**src/rtl/sbs_pkg.sv**
```systemverilog
package sbs_pkg;
  typedef enum logic {
    DIR_RX = 1'b0,
    DIR_TX = 1'b1
  } dir_e;

  localparam int unsigned LINE_SCL = 0;
  localparam int unsigned LINE_SDA = 1;
  localparam int unsigned NUM_LINES = 2;
endpackage

```
**src/rtl/sbs_line_filter.sv**
```systemverilog
module sbs_line_filter #(
  parameter int unsigned SYNC_STAGES = 2,
  parameter logic        IDLE_LEVEL  = 1'b1
) (
  input  logic clk,
  input  logic rst_n,
  input  logic raw,
  output logic filt
);
  logic [SYNC_STAGES-1:0] sync_q;
  logic                   prev_q;
  logic                   filt_q;
  logic                   filt_d;
  logic                   sync_out;

  assign sync_out = sync_q[SYNC_STAGES-1];

  always_ff @(posedge clk or negedge rst_n) begin
    if (!rst_n) begin
      sync_q <= {SYNC_STAGES{IDLE_LEVEL}};
    end else begin
      sync_q <= {sync_q[SYNC_STAGES-2:0], raw};
    end
  end

  always_comb begin
    filt_d = filt_q;
    if (sync_out == prev_q) begin
      filt_d = sync_out;
    end
  end

  always_ff @(posedge clk or negedge rst_n) begin
    if (!rst_n) begin
      prev_q <= IDLE_LEVEL;
      filt_q <= IDLE_LEVEL;
    end else begin
      prev_q <= sync_out;
      filt_q <= filt_d;
    end
  end

  assign filt = filt_q;

  // a level that disagrees with the previous sample never reaches the output
  a_r6_filter_holds: assert property (@(posedge clk) disable iff (!rst_n)
    (sync_out != prev_q) |=> $stable(filt_q));
endmodule

```
**src/rtl/sbs_shift_strobe.sv**
```systemverilog
module sbs_shift_strobe (
  input  logic clk,
  input  logic rst_n,
  input  logic scl_f,
  input  logic en,
  output logic shift_pulse
);
  logic scl_prev_q;
  logic pulse_q;
  logic pulse_d;

  always_comb begin
    pulse_d = en & scl_f & ~scl_prev_q;
  end

  always_ff @(posedge clk or negedge rst_n) begin
    if (!rst_n) begin
      scl_prev_q <= 1'b1;
      pulse_q    <= 1'b0;
    end else begin
      scl_prev_q <= scl_f;
      pulse_q    <= pulse_d;
    end
  end

  assign shift_pulse = pulse_q;

  // the strobe follows a filtered rising edge and lasts one cycle
  a_r7_pulse_after_rise: assert property (@(posedge clk) disable iff (!rst_n)
    shift_pulse |-> ($past(scl_f) && !$past(scl_prev_q)));
  a_r7_pulse_single: assert property (@(posedge clk) disable iff (!rst_n)
    shift_pulse |=> !shift_pulse);
endmodule

```
**src/rtl/sbs_shift_core.sv**
```systemverilog
module sbs_shift_core
  import sbs_pkg::*;
#(
  parameter int unsigned DATA_W = 8,
  parameter int unsigned CNT_W  = $clog2(DATA_W)
) (
  input  logic              clk,
  input  logic              rst_n,
  input  logic              if_en,
  input  dir_e              dir,
  input  logic              wr_en,
  input  logic [DATA_W-1:0] wr_data,
  input  logic              shift_pulse,
  input  logic              sda_f,
  output logic [DATA_W-1:0] data,
  output logic [CNT_W-1:0]  count,
  output logic              busy,
  output logic              done,
  output logic              collision,
  output logic              drive_low
);
  localparam logic [CNT_W-1:0] LAST_BIT = CNT_W'(DATA_W - 1);

  logic [DATA_W-1:0] data_q, data_d;
  logic [CNT_W-1:0]  cnt_q, cnt_d;
  logic              busy_q, busy_d;
  logic              done_q, done_d;
  logic              coll_q, coll_d;
  logic              wr_acc;
  logic              wr_rej;

  assign wr_acc = wr_en & if_en & ~busy_q;
  assign wr_rej = wr_en & if_en & busy_q;

  always_comb begin
    data_d = data_q;
    cnt_d  = cnt_q;
    busy_d = busy_q;
    done_d = 1'b0;
    coll_d = coll_q;
    if (wr_acc) begin
      data_d = wr_data;
      cnt_d  = '0;
      busy_d = (dir == DIR_TX);
      coll_d = 1'b0;
    end else begin
      if (wr_rej) begin
        coll_d = 1'b1;
      end
      if (shift_pulse) begin
        data_d = {data_q[DATA_W-2:0], sda_f};
        if (cnt_q == LAST_BIT) begin
          cnt_d  = '0;
          busy_d = 1'b0;
          done_d = 1'b1;
        end else begin
          cnt_d  = cnt_q + 1'b1;
          busy_d = 1'b1;
        end
      end
    end
  end

  always_ff @(posedge clk or negedge rst_n) begin
    if (!rst_n) begin
      data_q <= '0;
      cnt_q  <= '0;
      busy_q <= 1'b0;
      done_q <= 1'b0;
      coll_q <= 1'b0;
    end else begin
      data_q <= data_d;
      cnt_q  <= cnt_d;
      busy_q <= busy_d;
      done_q <= done_d;
      coll_q <= coll_d;
    end
  end

  assign data      = data_q;
  assign count     = cnt_q;
  assign busy      = busy_q;
  assign done      = done_q;
  assign collision = coll_q;
  assign drive_low = (dir == DIR_TX) & busy_q & ~data_q[DATA_W-1];

  // each strobe moves the byte left and loads the filtered data level
  a_r5_shift_left: assert property (@(posedge clk) disable iff (!rst_n)
    (shift_pulse && !wr_acc) |=> (data_q == {$past(data_q[DATA_W-2:0]), $past(sda_f)}));
  // the completion pulse lasts one cycle and comes with busy low and count zero
  a_r8_done_single: assert property (@(posedge clk) disable iff (!rst_n)
    done_q |=> !done_q);
  a_r8_done_idle: assert property (@(posedge clk) disable iff (!rst_n)
    done_q |-> (!busy_q && cnt_q == '0));
  // a load refused during a transfer raises the flag
  a_r10_collision: assert property (@(posedge clk) disable iff (!rst_n)
    wr_rej |=> coll_q);
  // with the interface off and no pending strobe, the byte holds
  a_r3_disabled_hold: assert property (@(posedge clk) disable iff (!rst_n)
    (!if_en && !shift_pulse) |=> $stable(data_q));
  // the line is only pulled low while a transmit byte is in flight
  a_r4_drive_tx_only: assert property (@(posedge clk) disable iff (!rst_n)
    drive_low |-> (dir == DIR_TX && busy_q));
endmodule

```
**src/rtl/sbyte_shifter.sv**
```systemverilog
module sbyte_shifter
  import sbs_pkg::*;
#(
  parameter int unsigned DATA_W      = 8,
  parameter int unsigned SYNC_STAGES = 2,
  parameter int unsigned CNT_W       = $clog2(DATA_W)
) (
  input  logic              clk,
  input  logic              rst_n,
  input  logic              if_en,
  input  logic              tx_mode,
  input  logic              wr_en,
  input  logic [DATA_W-1:0] wr_data,
  output logic [DATA_W-1:0] rd_data,
  input  logic              scl_in,
  input  logic              sda_in,
  output logic              sda_drive_low,
  output logic [CNT_W-1:0]  bit_count,
  output logic              busy,
  output logic              byte_done,
  output logic              wr_collision
);
  logic [1:0]           rst_sync_q;
  logic                 rst_int_n;
  logic [NUM_LINES-1:0] raw_lines;
  logic [NUM_LINES-1:0] filt_lines;
  logic                 shift_pulse;
  dir_e                 dir;

  always_ff @(posedge clk or negedge rst_n) begin
    if (!rst_n) begin
      rst_sync_q <= 2'b00;
    end else begin
      rst_sync_q <= {rst_sync_q[0], 1'b1};
    end
  end
  assign rst_int_n = rst_sync_q[1];

  assign raw_lines[LINE_SCL] = scl_in;
  assign raw_lines[LINE_SDA] = sda_in;
  assign dir = tx_mode ? DIR_TX : DIR_RX;

  for (genvar g = 0; g < NUM_LINES; g++) begin : g_line
    sbs_line_filter #(
      .SYNC_STAGES (SYNC_STAGES),
      .IDLE_LEVEL  (1'b1)
    ) u_filt (
      .clk   (clk),
      .rst_n (rst_int_n),
      .raw   (raw_lines[g]),
      .filt  (filt_lines[g])
    );
  end

  sbs_shift_strobe u_strobe (
    .clk         (clk),
    .rst_n       (rst_int_n),
    .scl_f       (filt_lines[LINE_SCL]),
    .en          (if_en),
    .shift_pulse (shift_pulse)
  );

  sbs_shift_core #(
    .DATA_W (DATA_W),
    .CNT_W  (CNT_W)
  ) u_core (
    .clk         (clk),
    .rst_n       (rst_int_n),
    .if_en       (if_en),
    .dir         (dir),
    .wr_en       (wr_en),
    .wr_data     (wr_data),
    .shift_pulse (shift_pulse),
    .sda_f       (filt_lines[LINE_SDA]),
    .data        (rd_data),
    .count       (bit_count),
    .busy        (busy),
    .done        (byte_done),
    .collision   (wr_collision),
    .drive_low   (sda_drive_low)
  );
endmodule

```
**config.mk**
```make
export PLATFORM = sky130hd
export DESIGN_NAME = sbyte_shifter
export DESIGN_NICKNAME = d
export VERILOG_FILES = /design/src/rtl/sbs_pkg.sv /design/src/rtl/sbs_line_filter.sv /design/src/rtl/sbs_shift_strobe.sv /design/src/rtl/sbs_shift_core.sv /design/src/rtl/sbyte_shifter.sv
export SDC_FILE = /design/constraint.sdc
export NUM_CORES = 1
export LEC_CHECK = 0
export BUFFER_PORTS_ARGS = -buffer_cell sky130_fd_sc_hd__buf_2
export CAP_MARGIN = 30
export CORE_MARGIN = 1
export CORE_UTILIZATION = 54
export DETAILED_ROUTE_END_ITERATION = 8
export GPL_ROUTABILITY_DRIVEN = 1
export PLACE_DENSITY = 0.91
export SLEW_MARGIN = 20
export SYNTH_ARGS = -nofsm -noshare
export SYNTH_HDL_FRONTEND = slang
export SYNTH_SLANG_ARGS = --single-unit
```
**constraint.sdc**
```tcl
create_clock -name clk -period 1.3 [get_ports clk]
set_input_delay 0.195 -clock clk [delete_from_list [all_inputs] [get_ports clk]]
set_output_delay 0.195 -clock clk [all_outputs]
set_load 0.02 [all_outputs]
```
==> results.md <==
- Number of distinct library cells after synthesis: 23
- Post-Place Cell Area: 1310 um^2
- Area inside the core boundary: 1800 um^2
- Area of the mapped netlist: 1080 um^2
- # fillers: 114
- End of the worst register-to-register path: u_core.count[0]
- Routed wire length: 1950 um
- Share of the cycle needed by the critical path after routing: 1.03
- Number of CTS-inserted buffers: 3
- Synth warn: 0
- Largest driver fanout on the critical path: 3
- Flip-flop and latch count after synthesis: 26
- Final Worst Setup Slack: -37.7 ps
- Register-to-register setup slack: -40 ps
- Data required time of the worst path: 1540 ps
- Number of nets in the final layout: 130
- Worst Setup End Kind: register
- Number of rows in the core area: 15
- Final Slew Violations: 0
- Global Route Usage Sum: 0.205
- Fraction of layout cells with a size suffix above 1: 0.658
- Topmost layer with routed signal wires: met3
- WL met3: 53 um
- Setup repair after global routing missed its margin: true
- Clock tree from TritonCTS: yes
- Antenna Violating Nets Remaining: 0
- Maximum vdd drop: approximately 1100 uV
- Drt wl/cell: 14.4 um
- Diode count: 0
- End point of the worst hold path: u_core.data[4]
- Clock network latency to the later pin of the worst-skew pair: 310 ps
- Count of pins on the block boundary: 30
- Area grow syn2layout: 31.4%
- Most common cell after layout, fill and taps aside: buf_2
- PortBufs: 29
- DP Wirelength: 1440 um
- Placer congestion estimate: 0.751
- Total nets after synthesis: slightly below 90
- Hold_sp: wr_data[4]
- Number of antenna violations at the first check in global routing: 0
- Crit path kind: reg2reg
- Wire length the detailed router placed on met1: about 870 um
- Initial core utilization: 0.601
- Hold depth: 2
- Clock slew at reported path FFs: 130 ps
- Length of routed met2 wiring: about 1000 um
- Failing checks: negative setup slack
- Outcome: finished with violations
- Power density cells: roughly 1900 nW/um^2
- Data arrival at the endpoint of the critical path: approximately 1600 ps
- Bufs on Longest Clock Path: 2
- Placement Setup Slack: -25.8 ps
- Overall die width: approximately 47 um
- Number of hold-slack violations in the final timing report: 0
- Residual overflow from global routing: 0
- Maximum number of pins on one net before global-route repair: 15
- Clock tree root driver cell: clkbuf_4
- Vias after detailed routing: between 600 and 700
- Post-layout instance area: 1420 um^2
- Instance count of the mapped netlist: 71
- Hold crit path type: in2reg
- Setup violations, final: 1
- Post-Route Hold Slack: 112 ps
- Die area: 2190 um^2
- Clock sink count: 26
- Detailed-route DRC error count: 0
- Number of global-route vias before repair: 698
- Register-to-Register Path Depth: 4
- Max frequency: 748 MHz
- Via density: 4.98
- Total leakage power: a little under 0.7 nW
- Max-Cap Viols: 0
- Startpoint of the most critical register-to-register path: u_core.count[1]
- Most frequent cells in the layout: buf_2 (28), dfrtp_1 (15), mux2_2 (12)
- Fraction of the yosys area taken by sequential cells: 0.612
- Clock Skews: approximately 3.7 ps
- H-tree depth: 1
- Y dimension of the die: 46.8 um
- Startpoint type of the worst setup path: register
- Router iterations before antenna repair: 3
- Mean area per synthesized cell: 15.2 um^2
- DRC marker count from the first detailed-route iteration: 4
- First-pass GRT wire length: 3090 um
- Final critical-path required period: 1340 ps
[where the power goes]
group	internal (mW)	switching, mW
Clock	0.171	0.219
Sequential	1.04	0.191
Combinational	0.578	0.549
[worst max path at each step]
| stage | startpoint | end | slack (ps) | cells after the start |
|---|---|---|---|---|
| final | u_core.count[1] | u_core.count[0] | -40 | 4 |
| after CTS | u_core.count[1] | u_core.count[0] | -30 | 4 |
| after global routing | u_core.busy | sda_drive_low | -70 | 4 |
| after global placement | u_core.count[0] | u_core.count[0] | 20 | 4 |
| after floorplan | u_core.count[1] | u_core.count[0] | -20 | 4 |
| after detailed placement | u_core.count[0] | u_core.count[0] | -30 | 4 |
[Yosys cell counts]
cell type / count / area share
buf_6: 1 / 0.010
mux2_2: 13 / 0.14
or3b_1: 1 / 0.0081
dfstp_2: 9 / 0.22
inv_1: 1 / 0.0035
nand3b_1: 1 / 0.0069
maj3_1: 2 / 0.018
o221ai_1: 1 / 0.0081
buf_8: 1 / 0.014
nand3b_2: 1 / 0.010
nand2_1: 3 / 0.010
mux2i_1: 1 / 0.0092
conb_1: 1 / 0.0035
nand2b_1: 2 / 0.012
nor2_1: 3 / 0.010
and3_1: 1 / 0.0058
ha_1: 3 / 0.035
dfrtp_1: 17 / 0.39
nand4b_1: 1 / 0.0081
and3b_1: 1 / 0.0081
a21oi_1: 2 / 0.0092
mux2_4: 4 / 0.055
or2b_1: 1 / 0.0069
[worst max-delay path: stages (launching register included)]
cell and delay (ps):
dfrtp_2 460, ha_4 180, ha_4 150, or3b_1 350, a21oi_1 120
[state kept, by name (all words and copies together) (netlist names), 2 cells and up]
| register | flops |
|---|---|
| rst_sync_q | 2 |
| g_line.u_filt.sync_q | 4 |
| u_core.data | 8 |
| g_line.u_filt.prev_q | 2 |
| u_core.count | 3 |
| g_line.u_filt.filt | 2 |
[layout make-up]
type / instances / area, um^2 / share of cell area
Sequential cell: 26 / 664 / 0.467
Multi-Input combinational cell: 42 / 440 / 0.310
Timing Repair Buffer: 38 / 246 / 0.173
Clock buffer: 4 / 36.3 / 0.0255
Tap cell: 25 / 31.3 / 0.0220
Inverter: 1 / 3.75 / 0.00264
[stage by stage]
stage          std cells  TNS [ps]  power [mW]   util
5_1_grt              136      -168        2.91  0.790
3_3_place_gp         128         0        2.22  0.727
6_report             136     -37.7        2.75  0.790
2_1_floorplan         71     -24.2        1.92      -
3_5_place_dp         128     -25.8        2.28  0.727
4_1_cts              136     -32.6        2.69  0.768
[kinds of logic after synthesis]
kind of cell	count (synthesis)	share of synthesized area
DFF	26	0.612
muxes	18	0.200
and+or+nand+nor	15	0.0867
adders and majority gates	5	0.0532
AOI/OAI and AO/OA	3	0.0173
buffers and inverters	3	0.0277
other	1	0.00346
[per-layer routing]
layer  vias up  global-route usage
met1       334               0.272
met4         0              0.0514
li1        326                   -
met5         -                   0
met2        17               0.342
met3         0              0.0500
[what timing repair did]
action	in CTS	in global routing
pin swaps	2	1
gates resized for setup	0	10
hold buffers	3	0
buffers inserted	1	0
endpoints found under the setup margin	1	5
hold endpoints to repair	4	0
No activity file was read; power rests on OpenSTA's default activity.
